**src/rtl/smm_flush_pkg.sv**
```systemverilog
// Package: shared types for the SMM entry flush sequencer.
// Assumes nothing beyond IEEE 1800-2017 enums.
package smm_flush_pkg;

    // Entry sequencer states: idle, flush lead (async), awaiting SMM, inside SMM.
    typedef enum logic [1:0] {
        SEQ_IDLE  = 2'd0,
        SEQ_LEAD  = 2'd1,
        SEQ_WAIT  = 2'd2,
        SEQ_INSMM = 2'd3
    } seq_state_e;

endpackage

```
**src/rtl/smm_entry_seq.sv**
```systemverilog
// Module: smm_entry_seq
// Orders FLUSH# against SMI# when a platform request arrives, holds each pin
// until the processor answers it, and flags the prefetch window between the
// flush acknowledge and SMM-active.
// Assumes: the mode strap and shadow bit are stable around a request, and
// inputs are already synchronous to clk.
module smm_entry_seq
    import smm_flush_pkg::*;
(
    input  logic clk,
    input  logic rst_n,
    input  logic smi_req_i,
    input  logic async_mode_i,
    input  logic shadow_en_i,
    input  logic flush_ack_i,
    input  logic smm_active_i,
    output logic flush_n_o,
    output logic smi_n_o,
    output logic prefetch_win_o
);

    seq_state_e state_q;
    logic       flush_q;
    logic       smi_q;
    logic       win_q;
    logic       start;

    // A new request is accepted only from IDLE while the processor is outside SMM.
    always_comb begin
        start = (state_q == SEQ_IDLE) && smi_req_i && !smm_active_i;
    end

    // Sequence state and SMI# request flag.
    always_ff @(posedge clk) begin
        if (!rst_n) begin
            state_q <= SEQ_IDLE;
            smi_q   <= 1'b0;
        end else begin
            unique case (state_q)
                SEQ_IDLE: begin
                    if (start) begin
                        if (shadow_en_i && async_mode_i) begin
                            state_q <= SEQ_LEAD;
                        end else begin
                            state_q <= SEQ_WAIT;
                            smi_q   <= 1'b1;
                        end
                    end
                end
                SEQ_LEAD: begin
                    state_q <= SEQ_WAIT;
                    smi_q   <= 1'b1;
                end
                SEQ_WAIT: begin
                    if (smm_active_i) begin
                        state_q <= SEQ_INSMM;
                        smi_q   <= 1'b0;
                    end
                end
                SEQ_INSMM: begin
                    if (!smm_active_i) begin
                        state_q <= SEQ_IDLE;
                    end
                end
                default: state_q <= SEQ_IDLE;
            endcase
        end
    end

    // FLUSH# request: set on a shadowed start, released by the acknowledge.
    always_ff @(posedge clk) begin
        if (!rst_n) begin
            flush_q <= 1'b0;
        end else if (flush_q && flush_ack_i) begin
            flush_q <= 1'b0;
        end else if (start && shadow_en_i) begin
            flush_q <= 1'b1;
        end
    end

    // Prefetch window: opens at the acknowledge, closes when SMM-active is seen.
    always_ff @(posedge clk) begin
        if (!rst_n) begin
            win_q <= 1'b0;
        end else if (smm_active_i) begin
            win_q <= 1'b0;
        end else if (flush_q && flush_ack_i) begin
            win_q <= 1'b1;
        end
    end

    // Pin polarity: requests are active-high inside, active-low on the pins.
    always_comb begin
        flush_n_o      = !flush_q;
        smi_n_o        = !smi_q;
        prefetch_win_o = win_q;
    end

    AST_FLUSH_HOLD: assert property (@(posedge clk) disable iff (!rst_n)
        (!flush_n_o && !flush_ack_i) |=> !flush_n_o);
    AST_FLUSH_RELEASE: assert property (@(posedge clk) disable iff (!rst_n)
        (!flush_n_o && flush_ack_i) |=> flush_n_o);
    AST_SMI_RELEASE: assert property (@(posedge clk) disable iff (!rst_n)
        (!smi_n_o && smm_active_i) |=> smi_n_o);
    AST_NO_SMI_IN_SMM: assert property (@(posedge clk) disable iff (!rst_n)
        (state_q == SEQ_INSMM) |-> smi_n_o);
    AST_ASYNC_FLUSH_LEADS: assert property (@(posedge clk) disable iff (!rst_n)
        ($fell(smi_n_o) && async_mode_i && shadow_en_i) |-> $past(!flush_n_o));

endmodule

```
**src/rtl/smram_window.sv**
```systemverilog
// Module: smram_window
// Combinational check of a cycle address against the SMM region.
// Hit means shadowing is on and base <= addr < limit.
// Assumes: base <= limit. A region with base equal to limit is empty.
module smram_window #(
    parameter int ADDR_W = 32
) (
    input  logic [ADDR_W-1:0] addr_i,
    input  logic [ADDR_W-1:0] base_i,
    input  logic [ADDR_W-1:0] limit_i,
    input  logic              enable_i,
    output logic              hit_o
);

    // Inclusive lower bound, exclusive upper bound.
    always_comb begin
        hit_o = enable_i && (addr_i >= base_i) && (addr_i < limit_i);
    end

endmodule

```
**src/rtl/ken_drive.sv**
```systemverilog
// Module: ken_drive
// Registers the KEN# response on each cycle strobe: high when forced, otherwise
// the inverse of the default cacheability. Holds between strobes.
// Assumes: the force input is valid in the same cycle as the strobe.
module ken_drive (
    input  logic clk,
    input  logic rst_n,
    input  logic cyc_valid_i,
    input  logic force_i,
    input  logic cache_ok_i,
    output logic ken_n_o
);

    logic ken_n_q;

    // Capture the cacheability answer on a strobe; reset to uncacheable.
    always_ff @(posedge clk) begin
        if (!rst_n) begin
            ken_n_q <= 1'b1;
        end else if (cyc_valid_i) begin
            ken_n_q <= force_i || !cache_ok_i;
        end
    end

    // Drive the pin straight from the register.
    always_comb begin
        ken_n_o = ken_n_q;
    end

    AST_KEN_FORCED: assert property (@(posedge clk) disable iff (!rst_n)
        (cyc_valid_i && force_i) |=> ken_n_o);
    AST_KEN_HOLD: assert property (@(posedge clk) disable iff (!rst_n)
        !cyc_valid_i |=> $stable(ken_n_o));

endmodule

```
**src/rtl/smm_flush_ctl.sv**
```systemverilog
// Module: smm_flush_ctl (top)
// System-side SMM entry controller. It orders FLUSH# and SMI# for entry and
// answers memory cycles with KEN#, forcing them uncacheable in the prefetch
// window and inside a shadowed SMM region.
// Assumes: synchronous active-low reset, all inputs synchronous to clk.
module smm_flush_ctl #(
    parameter int ADDR_W = 32
) (
    input  logic              clk,
    input  logic              rst_n,
    input  logic              smi_req_i,
    input  logic              async_mode_i,
    input  logic              flush_ack_i,
    input  logic              smm_active_i,
    input  logic              cyc_valid_i,
    input  logic [ADDR_W-1:0] cyc_addr_i,
    input  logic              shadow_en_i,
    input  logic [ADDR_W-1:0] smram_base_i,
    input  logic [ADDR_W-1:0] smram_limit_i,
    input  logic              cache_ok_i,
    output logic              flush_n_o,
    output logic              smi_n_o,
    output logic              ken_n_o
);

    logic prefetch_win;
    logic region_hit;
    logic force_unc;

    smm_entry_seq u_seq (
        .clk            (clk),
        .rst_n          (rst_n),
        .smi_req_i      (smi_req_i),
        .async_mode_i   (async_mode_i),
        .shadow_en_i    (shadow_en_i),
        .flush_ack_i    (flush_ack_i),
        .smm_active_i   (smm_active_i),
        .flush_n_o      (flush_n_o),
        .smi_n_o        (smi_n_o),
        .prefetch_win_o (prefetch_win)
    );

    smram_window #(.ADDR_W(ADDR_W)) u_win (
        .addr_i   (cyc_addr_i),
        .base_i   (smram_base_i),
        .limit_i  (smram_limit_i),
        .enable_i (shadow_en_i),
        .hit_o    (region_hit)
    );

    // Either reason forces the cycle uncacheable.
    always_comb begin
        force_unc = prefetch_win || region_hit;
    end

    ken_drive u_ken (
        .clk         (clk),
        .rst_n       (rst_n),
        .cyc_valid_i (cyc_valid_i),
        .force_i     (force_unc),
        .cache_ok_i  (cache_ok_i),
        .ken_n_o     (ken_n_o)
    );

    AST_RESET_PINS_HIGH: assert property (@(posedge clk)
        !rst_n |=> (flush_n_o && smi_n_o && ken_n_o));
    AST_WINDOW_UNCACHED: assert property (@(posedge clk) disable iff (!rst_n)
        (cyc_valid_i && prefetch_win) |=> ken_n_o);

endmodule

```
**config.mk**
```make
export PLATFORM = sky130hd
export DESIGN_NAME = smm_flush_ctl
export DESIGN_NICKNAME = d
export VERILOG_FILES = /design/src/rtl/smm_flush_pkg.sv /design/src/rtl/smm_entry_seq.sv /design/src/rtl/smram_window.sv /design/src/rtl/ken_drive.sv /design/src/rtl/smm_flush_ctl.sv
export SDC_FILE = /design/constraint.sdc
export NUM_CORES = 1
export LEC_CHECK = 0
export ABC_AREA = 1
export BUFFER_PORTS_ARGS = -buffer_cell sky130_fd_sc_hd__buf_2
export CAP_MARGIN = 0
export CORE_ASPECT_RATIO = 1.2
export CORE_MARGIN = 8
export CORE_UTILIZATION = 36
export CTS_CLUSTER_DIAMETER = 50
export CTS_CLUSTER_SIZE = 14
export DETAILED_ROUTE_END_ITERATION = 10
export PLACE_DENSITY = 0.67
export SYNTH_ARGS = -nofsm -noshare
export SYNTH_HDL_FRONTEND = slang
export SYNTH_SLANG_ARGS = --single-unit
export TNS_END_PERCENT = 1
```
**constraint.sdc**
```tcl
create_clock -name clk -period 1.5 [get_ports clk]
set_input_delay 0.075 -clock clk [delete_from_list [all_inputs] [get_ports clk]]
set_output_delay 0.075 -clock clk [all_outputs]
set_load 0.01 [all_outputs]
```
# --- Word level (Yosys, flattened, before mapping) ---
# Index checks and enable logic that the tools add are counted.
classes:
  reduce_logical: 19
  mux: 9
  bitwise: 1
  order_cmp: 2
  n_eq_ne: 7
ops:
  columns: ["operator", "n"]
  rows:
  - ["greater-or-equal comparator 32 bit", 1]
  - ["< comparator 32 bit", 1]
  - ["2-to-1 mux 2 bit", 4]
  - ["case mux 2 bit (4 select lines)", 1]
  - ["logical AND 1 bit", 7]
  - ["inequality test 2 bit (second input constant)", 3]
  - ["equality test 2 bit (second input constant)", 2]
  - ["zero test 1 bit", 4]
  - ["AND reduction 4 bit", 1]
  - ["OR reduction 2 bit", 2]
  - ["2-to-1 mux 1 bit", 3]
  - ["case mux 1 bit (3 select lines)", 1]
  - ["AND reduction 3 bit", 1]
  - ["nonzero test 3 bit", 1]
  - ["equality test 2 x 1 -> 1 bit (second input constant)", 1]
  - ["zero test 2 bit", 1]
  - ["logical OR 1 bit", 2]
  - ["inequality test 2 x 1 -> 1 bit (second input constant)", 1]
  - ["inverter 1 bit", 1]
word_totals:
  reg_bits: 6
  wordCells: 43

# --- Depth between registers and ports, before layout ---
depth:
  ltp_word: 5
  depth_mapped: 17
  depth_no_buf: 17

# --- By module ---
# A second synthesis with hierarchy kept.
hier_totals:
  cells_unflattened: 329
  area_unflattened_um2: 2078.2
by_module_without_submodules:
  columns: ["mod", "area_each_um2", "cells_each", "n_inst", "seq_area_each_um2"]
  rows:
  - ["smram_window", 1657.8, 267, 1, 0.0]
  - ["smm_entry_seq", 357.8, 51, 1, 100.1]
  - ["ken_drive", 51.3, 8, 1, 20.0]
  - ["smm_flush_ctl", 11.3, 3, 1, 0.0]

# --- Least setup slack after synthesis ---
# OpenSTA, ideal clock, no wires.
synth_timing:
  path_kind: "register to register"
  from: "register u_seq.state_q[0]"
  to: "register u_seq.state_q[1]"
  setup_time_ns: 0.119
  n_path_buf: 0
  stages_incl_launch_ff: 8
  arrival_time_ns: 1.150
  required_ns: 1.381
  setup_slack_ns: 0.230
  path_cell_list: "dfxtp_1 -> inv_1 -> ha_1 -> a21boi_0 -> a21oi_1 -> nand2_1 -> o21ai_0 -> a21oi_1"
synth_between:
  elab_chain_cells: 5
synth_lines:
  columns: ["element", "line_no", "source"]
  rows:
  - ["start, declared", "smm_entry_seq.sv:22", "seq_state_e state_q;"]
  - ["start signal, assigned", "smm_entry_seq.sv:36", "state_q <= SEQ_IDLE;"]
  - ["start signal, assigned", "smm_entry_seq.sv:43", "state_q <= SEQ_LEAD;"]
  - ["start signal, assigned", "smm_entry_seq.sv:45", "state_q <= SEQ_WAIT;"]
  - ["zero test 2 bit", "smm_entry_seq.sv:30, smm_entry_seq.sv:39", null]
  - ["logical AND 1 bit (2 in a row)", "smm_entry_seq.sv:30", "start = (state_q == SEQ_IDLE) && smi_req_i && !smm_active_i;"]
  - ["inequality test 2 x 1 -> 1 bit (no line)", null, null]
  - ["AND reduction 3 bit (no line)", null, null]
# Several ways; a longest one is shown, not always the timed one.
# A chain may end at the register's enable or synchronous reset.

# --- Worst setup path in the final report ---
layout_timing:
  from: "register u_seq.state_q[1]"
  to: "register u_seq.state_q[1]"
# The elaborated chain is that of the path after synthesis.

==> flow_summary.yaml <==
power_and_ir_drop:
  intPower_uw: 724.2
  power_frac_seq_pct: 17.7
  vdd_drop_max_mv: 0.2293
  p_leak_nw: 1.761
  power_switching_uw: 494.8
  p_comb_share_pct: 62.5
  p_clk_share_pct: 19.7
  power.density_mw_per_mm2: 456.9
  swShare_pct: 40.59
final_layout:
  drive_above_1_share_pct: 28.17
  fin_util_pct: 48.34
  mostFrequentLayoutCell: "buf_2"
  antennaDiodeCount: 0
  nets: 599
  final_cell_mix: "107 x buf_2, 86 x inv_1, 71 x nand2_1"
  area_delta_synth_final_pct: 32.83
placement:
  dp_hpwl_um: 5059
  place_congestion: 0.8039
  dpl_worst_slack_ps: 44.05
  portBuffers: 107
min_path:
  hold_class: "input pin to flop"
  hp-start: "smm_active_i"
floorplanning:
  floorplan.die_area_sq_mm: 0.008234
  core_sq_mm: 0.005518
  core.rowCount: 30
  boundaryPins: 108
  die_x_um: 84.18
  start_util_pct: 36.39
  die_h_um: 97.82
setup_path:
  crit_path_end_kind: "flop"
  path_cells: "inv_1 -> ha_2 -> a21boi_0 -> a21oi_1 -> nand2_1 -> o21ai_1 -> a21oi_1"
  crit_path_frequent_cell: "a21oi_1"
  required_ps: 1610
  worstSetupStartpointType: "flop"
  reg2reg_from: "u_seq.state_q[1]"
  critPathMaxStageDelay_ps: 360
  worstPathArrival_ps: 1470
  critPathKind: "flop to flop"
  worst_path_max_delay_cell: "dfxtp_1"
  crit_start: "u_seq.state_q[1]"
  path_max_fanout: 5
outcome:
  status: "finished clean"
clocking:
  clockBufferDepth: 2
  cts-root-buf: "clkbuf_8"
  clock_sinks: 6
  cts_tree: "yes"
  clk_pin_slew_ps: 30
  htreeDepth: 1
  numCtsBuffers: 3
  clkLatencyLatePin_ps: 220
yosys:
  syn_area_sq_mm: 0.002008
  yosysSeqAreaShare_pct: 5.981
  avgSynthCellArea_sq_um: 6.355
  synth_seq_cells: 6
  yosysWarnings: 0
  yosys.cell_types.count: 22
  syn_nets: 487
  syn_inst: 316
sta:
  min_period_ps: 1358
  fin_tns_setup_ps: 0
  finalHoldViolations: 0
  fmax_ghz: 0.7364
  tightest_slew_ps: 254.1
  slew_headroom_pct: 82.96
  finalWorstSetupSlack_ps: 142.1
  slew_violations: 0
  fin_crit_sh_pct: 90.53
  skew_ps: 0.07709
  setup-violations-final: 0
drt:
  drt_iter0_drc: 23
  wl_um: 5278
  dr.pass1.iters: 4
  ant_nets: 0
  wl_per_cell_um: 10.77
  routed_via_density: 4.514
  vias: 2212
  drcViolationCount: 0
grt:
  grt_pass1_wl_um: 8921
  grtUsageTotal_pct: 12.28
  overflow: 0
  grt_pass1_vias: 2304
  grt_max_degree: 6
  antenna_found_initial: 0
run:
  drv_cap: 0
## worst max-delay path: cells and delay by family, from the launching register on
family                     cells  cell delay (ps)
and+or+nand+nor                1              130
AOI/OAI and AO/OA              4              490
buffers and inverters          1               70
DFF                            1              360
adders and majority gates      1              190
## area by class of cell
| type | count | area (sq um) |
|---|---|---|
| well taps | 64 | 80.08 |
| multi-input cells | 222 | 1560 |
| repair buffers | 107 | 535.5 |
| inverters | 88 | 330.3 |
| fillers | 584 | 2850 |
| clock buffers | 3 | 41.29 |
| flip-flops and latches | 6 | 120.1 |
## registers in the layout (all words and copies together) (netlist names)
register,cells
u_seq.state_q,2
u_ken.ken_n_o,1
u_seq.prefetch_win_o,1
u_seq.smi_q,1
u_seq.flush_q,1
## synthesized netlist by cell type
| cell type | instances | area share (%) |
|---|---|---|
| inv_1 | 86 | 16 |
| nand2_1 | 71 | 13 |
| ha_1 | 66 | 41 |
| a21oi_1 | 30 | 7.5 |
| nor2_1 | 17 | 3.2 |
| dfxtp_1 | 6 | 6.0 |
| o21ai_0 | 6 | 1.5 |
| nand3_1 | 5 | 1.2 |
| nand4_1 | 4 | 1.2 |
| nor2_2 | 4 | 1.2 |
| o21a_1 | 4 | 1.5 |
| o21ai_1 | 4 | 1.0 |
| a211oi_1 | 2 | 0.75 |
| inv_2 | 2 | 0.37 |
| nor3_1 | 2 | 0.50 |
| a21boi_0 | 1 | 0.37 |
| a21o_1 | 1 | 0.37 |
| a21oi_2 | 1 | 0.44 |
| a31oi_1 | 1 | 0.31 |
| nor4_2 | 1 | 0.62 |
| nor4_4 | 1 | 1.1 |
| o211ai_1 | 1 | 0.37 |
## power by group through the flow
stage               clock network [mW]  logic (mW)  registers, mW
finish                           0.241       0.762          0.216
global route                     0.258       0.900          0.221
CTS                              0.245       0.766          0.216
detailed placement                   0       0.759          0.219
global placement                     0       0.738          0.218
floorplan                            0       0.487          0.214
## metrics by stage
stage | total power, mW | std cells | area (sq um) | hold slack [ps]
floorplan | 0.7002 | 316 | 2008 | 147.4
global placement | 0.9555 | 487 | 2624 | 282.2
detailed placement | 0.9772 | 487 | 2624 | 280.7
CTS | 1.228 | 490 | 2665 | 49.86
global route | 1.379 | 490 | 2668 | 61.86
finish | 1.219 | 490 | 2668 | 47.82
## timing repair
item | 4_1_cts | 5_1_grt
buffers inserted | 0 | 0
gates resized for setup | 0 | 3
hold buffers | 0 | 0
endpoints found under the setup margin | 0 | 3
## worst paths after layout
path                               end  slack [ps]  depth (start not counted)
setup reg to reg      u_seq.state_q[1]         140                          7
hold / removal    u_seq.prefetch_win_o          50                          2
hold reg to reg            u_seq.smi_q         450                          2
setup / recovery      u_seq.state_q[1]         140                          7
## per-layer routing
| layer | vias to the layer above | routed length [um] | GRT usage (%) |
|---|---|---|---|
| met5 | - | 0 | 0 |
| met4 | 0 | 43 | 3.063 |
| met3 | 5 | 322 | 2.581 |
| met2 | 54 | 2666 | 22.85 |
| met1 | 930 | 2245 | 13.54 |
| li1 | 1223 | - | - |
## logic make-up (layout without fill, tap and decap cells)
family / count (synthesis) / count (layout) / share of synthesized area (%)
AOI/OAI and AO/OA: 51 / 51 / 14.08
adders and majority gates: 66 / 66 / 41.12
buffers and inverters: 88 / 198 / 16.45
DFF: 6 / 6 / 5.982
and+or+nand+nor: 105 / 105 / 22.37
No activity file was read; power rests on OpenSTA's default activity.
